==> src/rtl/desc_splitter.sv <==
module desc_splitter #(
  parameter int          ADDR_W    = 64,
  parameter int          LEN_W     = 32,
  parameter int          CTL_W     = 32,
  parameter int          SLOTS     = 128,
  parameter int          ID_SHIFT  = 18,
  parameter int unsigned MAX_CHUNK = 32'h000F_FF00
) (
  input  logic                         clk,
  input  logic                         rst_n,
  input  logic                         req_start,
  input  logic                         req_to_host,
  input  logic [ADDR_W-1:0]            req_dev_addr,
  input  logic [ADDR_W-1:0]            req_host_addr,
  input  logic [LEN_W-1:0]             req_len,
  input  logic [$clog2(SLOTS):0]       req_slot,
  output logic                         busy,
  output logic                         dsc_valid,
  input  logic                         dsc_ready,
  output logic [ADDR_W-1:0]            dsc_src,
  output logic [ADDR_W-1:0]            dsc_dst,
  output logic [CTL_W-1:0]             dsc_ctl,
  output logic                         dsc_last,
  output logic                         rpt_done,
  output logic                         rpt_error,
  output logic [$clog2(SLOTS):0]       rpt_count,
  output logic [LEN_W-1:0]             rpt_bytes,
  output logic                         rpt_misalign
);
  localparam int ID_W = $clog2(SLOTS);
  localparam int PAD_W = CTL_W - ID_SHIFT - ID_W;
  localparam logic [LEN_W-1:0] MAXC = LEN_W'(MAX_CHUNK);
  localparam logic [ID_W-1:0]  TOP_ID = ID_W'(SLOTS - 1);
  localparam logic [ID_W:0]    TOP_CNT = (ID_W+1)'(SLOTS - 1);

  typedef enum logic [1:0] {S_IDLE, S_EMIT, S_DONE} st_t;
  st_t st_q;

  logic [ADDR_W-1:0] src_q, dst_q;
  logic [LEN_W-1:0]  rem_q, bytes_q;
  logic [ID_W-1:0]   id_q;
  logic [ID_W:0]     cnt_q;
  logic              err_q, warn_q;

  logic [LEN_W-1:0] chunk;
  logic             fin;
  logic             take;
  logic             bad_req;

  assign chunk   = (rem_q > MAXC) ? MAXC : rem_q;
  assign fin     = (rem_q <= MAXC) || (id_q == TOP_ID) || (cnt_q == TOP_CNT);
  assign take    = (st_q == S_EMIT) && dsc_ready;
  assign bad_req = (req_len == '0) || (req_slot >= (ID_W+1)'(SLOTS));

  always_ff @(posedge clk) begin
    if (!rst_n) begin
      st_q    <= S_IDLE;
      src_q   <= '0;
      dst_q   <= '0;
      rem_q   <= '0;
      bytes_q <= '0;
      id_q    <= '0;
      cnt_q   <= '0;
      err_q   <= 1'b0;
      warn_q  <= 1'b0;
    end else begin
      case (st_q)
        S_IDLE: if (req_start) begin
          warn_q  <= (req_len[1:0] != 2'b00);
          cnt_q   <= '0;
          bytes_q <= '0;
          err_q   <= bad_req;
          rem_q   <= req_len;
          id_q    <= req_slot[ID_W-1:0];
          src_q   <= req_to_host ? req_dev_addr : req_host_addr;
          dst_q   <= req_to_host ? req_host_addr : req_dev_addr;
          st_q    <= bad_req ? S_DONE : S_EMIT;
        end
        S_EMIT: if (take) begin
          src_q   <= src_q + ADDR_W'(chunk);
          dst_q   <= dst_q + ADDR_W'(chunk);
          rem_q   <= rem_q - chunk;
          bytes_q <= bytes_q + chunk;
          id_q    <= id_q + 1'b1;
          cnt_q   <= cnt_q + 1'b1;
          if (fin) st_q <= S_DONE;
        end
        default: st_q <= S_IDLE;
      endcase
    end
  end

  assign busy         = (st_q != S_IDLE);
  assign dsc_valid    = (st_q == S_EMIT);
  assign dsc_src      = src_q;
  assign dsc_dst      = dst_q;
  assign dsc_ctl      = {{PAD_W{1'b0}}, id_q, chunk[ID_SHIFT+1:2]};
  assign dsc_last     = dsc_valid && fin;
  assign rpt_done     = (st_q == S_DONE);
  assign rpt_error    = err_q;
  assign rpt_count    = cnt_q;
  assign rpt_bytes    = bytes_q;
  assign rpt_misalign = warn_q;
endmodule

==> config.mk <==
export PLATFORM = sky130hd
export DESIGN_NAME = desc_splitter
export DESIGN_NICKNAME = d
export VERILOG_FILES = /design/src/rtl/desc_splitter.sv
export SDC_FILE = /design/constraint.sdc
export NUM_CORES = 1
export LEC_CHECK = 0
export CAP_MARGIN = 20
export CORE_MARGIN = 3
export CORE_UTILIZATION = 35
export CTS_CLUSTER_DIAMETER = 120
export CTS_CLUSTER_SIZE = 30
export DETAILED_ROUTE_END_ITERATION = 12
export GPL_ROUTABILITY_DRIVEN = 0
export HOLD_SLACK_MARGIN = 0.08
export PLACE_DENSITY = 0.68
export SYNTH_ARGS = -nofsm -noshare
export SYNTH_HDL_FRONTEND = slang
export SYNTH_SLANG_ARGS = --single-unit
==> constraint.sdc <==
create_clock -name clk -period 5.65 [get_ports clk]
set_input_delay 1.13 -clock clk [delete_from_list [all_inputs] [get_ports clk]]
set_output_delay 1.13 -clock clk [all_outputs]
set_load 0.01 [all_outputs]
==> impl_metrics.py <==
metrics = {
    "pwr": {
        "p_per_area_nw_per_um2": 262.8,
        "combPwrFrac_pct": 49.0,
        "p_clk_share_pct": 18.7,
        "p_int_w": 0.003301,
        "switching_share_pct": 43.68,
        "seq_power_share_pct": 32.3,
        "max-vdd-ir-drop_v": 0.0001704,
        "p_switching_w": 0.002560,
        "p_leak_nw": 8.980,
    },
    "worst_setup_path": {
        "cp-start-kind": "flop",
        "cp.arrival_ns": 5.74,
        "cp_max_fo": 14,
        "critical_path.reg2reg.endpoint": "dsc_dst[61]",
        "regToRegSetupSlack_ns": 0.28,
        "reg2reg_depth": 15,
        "endpoint": "dsc_dst[61]",
        "rr_startpoint": "rem_q[8]",
        "end_kind": "flop",
        "critPathKind": "reg2reg",
        "crit_start": "rem_q[8]",
        "required_ns": 6.02,
    },
    "clock_tree": {
        "clockRootBuffer": "clkbuf_16",
        "cts_hold_buffers": 0,
        "clk_pin_slew_ns": 0.13,
        "cts_max_path_buffers": 3,
        "clkSinkCount": 211,
        "ctsResizeCount": 0,
        "cts_setup_buffers": 0,
        "clk_latency_ns": 0.52,
        "cts_tree": "built",
        "htreeDepth": 1,
        "cts_buffers": 12,
    },
    "synth": {
        "netlist_area_um2": 17480,
        "yosysWarnings": 0,
        "synth_edf_count": 0,
        "ys_types": 79,
        "async_flop_share_pct": 0,
        "synth_ff_type": "dfxtp_1",
        "synthCells": 2349,
        "ys_seq_area_share_pct": 24.16,
        "syn_area_per_cell_um2": 7.442,
        "ys_ff_latch": 211,
    },
    "detailed_routing": {
        "viasPerCell": 6.142,
        "drt_iter0_drc": 2119,
        "drcViolationCount": 0,
        "drt-total-wl_um": 74790,
        "wire_per_inst_um": 22.49,
        "vias": 20422,
        "ant_nets": 0,
        "drtPass1Iterations": 6,
    },
    "sta": {
        "slew_headroom_pct": 33.91,
        "tightestPinTransition_ns": 0.9890,
        "final_max_slew_viol_count": 0,
        "fmax_ghz": 0.1862,
        "fin_tns_setup_ns": 0,
        "rsz0062_at_grt": "no",
        "fin_skew_ns": 0.04167,
        "post-route-period-util_pct": 95.07,
        "finalSetupViolCount": 0,
        "fin_hold_ws_ns": 0.4802,
        "hold_viol": 0,
        "post-route-min-period_ns": 5.371,
    },
    "min_path": {
        "min_path_cells": 2,
        "min_path_type": "reg2reg",
    },
    "floorplanning": {
        "core_um2": 49150,
        "dieArea_um2": 52660,
        "initial_core_util_pct": 35.56,
        "die_w_um": 229.5,
        "die_h_um": 229.5,
        "io_pins": 379,
        "rows": 81,
    },
    "finish": {
        "fill_cells": 4958,
        "utilization_pct": 45.37,
        "layout.nets": 2925,
        "drive_gt1_share_pct": 4.250,
        "final_cell_mix": "369 x clkdlybuf4s50_1, 239 x nand2_1, 217 x a21oi_1",
        "final_common_cell": "clkdlybuf4s50_1",
        "syn_to_final_growth_pct": 27.59,
    },
    "job": {
        "maxCapViolCount": 0,
    },
    "grt": {
        "grt_max_degree": 88,
        "grt_pass1_wl_um": 113400,
        "grt_util_met1_pct": 34.69,
        "antenna_found_initial": 6,
        "globalRouteMet3Util_pct": 6.107,
        "top_usage_layer": "met2",
        "overflow": 0,
        "grt_use_met2_pct": 43.69,
        "grt_use_total_pct": 26.65,
        "grt_pass1_vias": 19061,
    },
    "status": {
        "status": "finished, final reports clean",
    },
    "placed_design": {
        "dp_hpwl_um": 56350,
        "port-buffer-count": 371,
    },
}
==> worst min path at each step <==
stage	startpoint	end	slack (ns)
after floorplan	rem_q[23]	rem_q[23]	0.44
after global placement	dsc_src[15]	dsc_src[15]	0.45
after detailed placement	dsc_src[15]	dsc_src[15]	0.47
after CTS	dsc_src[15]	dsc_src[15]	0.48
after global routing	dsc_src[15]	dsc_src[15]	0.49
final	dsc_src[15]	dsc_src[15]	0.48
==> sequential cells by signal (all words and copies together) (netlist names) <==
signal,count
rem_q,32
rpt_count,8
id_q,7
rpt_bytes,32
dsc_src,64
dsc_dst,64
rpt_misalign,1
st_q,2
rpt_error,1
==> worst max-delay path, cell delays in order (launching register included) <==
cell      delay, ns
dfxtp_1        0.49
nand4_1        0.22
or4_1          0.72
a21o_1         0.28
and3_1         0.29
ha_1           0.40
a211o_1        0.32
or3_1          0.34
a21o_1         0.21
a31oi_1        0.60
o21ai_0        0.36
a21oi_1        0.23
buf_4          0.26
nor3_1         0.15
a211oi_1       0.25
a311oi_1       0.09
==> power groups by stage <==
stage               clock [W]  sequential [W]  combinational [W]
floorplan                   0         0.00189            0.00171
global placement            0         0.00191            0.00275
detailed placement          0         0.00192            0.00279
CTS                   0.00111         0.00188            0.00281
global route          0.00115         0.00191            0.00309
finish                0.00109         0.00189            0.00287
==> cell usage after synthesis, drive strengths merged (41+ instances only) <==
| master | number | area, um2 |
|---|---|---|
| nand3 | 85 | 425.4 |
| and3 | 55 | 344.1 |
| mux2i | 113 | 1131 |
| ha | 98 | 1226 |
| a21o | 58 | 435.4 |
| inv | 44 | 165.2 |
| nand4 | 54 | 344.1 |
| dfxtp | 211 | 4224 |
| xnor2 | 44 | 385.4 |
| a31oi | 47 | 294.0 |
| a211oi | 60 | 460.4 |
| nor2 | 200 | 750.7 |
| o211ai | 41 | 307.8 |
| o21ai | 154 | 770.7 |
| clkbuf | 128 | 481.7 |
| xor2 | 41 | 359.1 |
| nor3 | 68 | 345.3 |
| a21oi | 218 | 1102 |
| nand2 | 240 | 900.9 |
==> cell type report <==
type,instances,area [um2],share of cell area (%)
flip-flops and latches,211,4224,18.94
inverters,44,168.9,0.7574
clock inverters,5,66.31,0.2973
multi-input cells,1978,12650,56.72
diodes,2,5.005,0.02244
clock buffers,14,339.1,1.520
repair buffers,407,4018,18.01
well taps,664,830.8,3.725
==> per-layer routing <==
| layer | part of all wire (%) | vias to the layer above |
|---|---|---|
| li1 | - | 9384 |
| met1 | 40 | 9609 |
| met5 | 0.086 | - |
| met4 | 3.7 | 10 |
| met3 | 11 | 204 |
| met2 | 45 | 1215 |
==> cell families after synthesis <==
logic type / Yosys count / share of synthesized area (%)
buffers and inverters: 201 / 4.509
xor gates and xnor gates: 85 / 4.259
and+or+nand+nor: 833 / 23.00
AOI/OAI and AO/OA: 783 / 29.07
muxes: 134 / 7.823
DFF: 211 / 24.16
adders and majority gates: 100 / 7.129
other: 2 / 0.04296
==> metrics by stage <==
stage          total power (W)  instance area, um2  instances  worst slack, ns
2_1_floorplan         0.003600               17630       2390           0.5630
6_report              0.005861               22300       3325           0.2788
3_5_place_dp          0.004710               21890       3304           0.3545
3_3_place_gp          0.004659               21890       3304           0.5892
4_1_cts               0.005800               22300       3323           0.3283
5_1_grt               0.006164               22300       3323          0.05186
No activity file was read; power rests on OpenSTA's default activity.
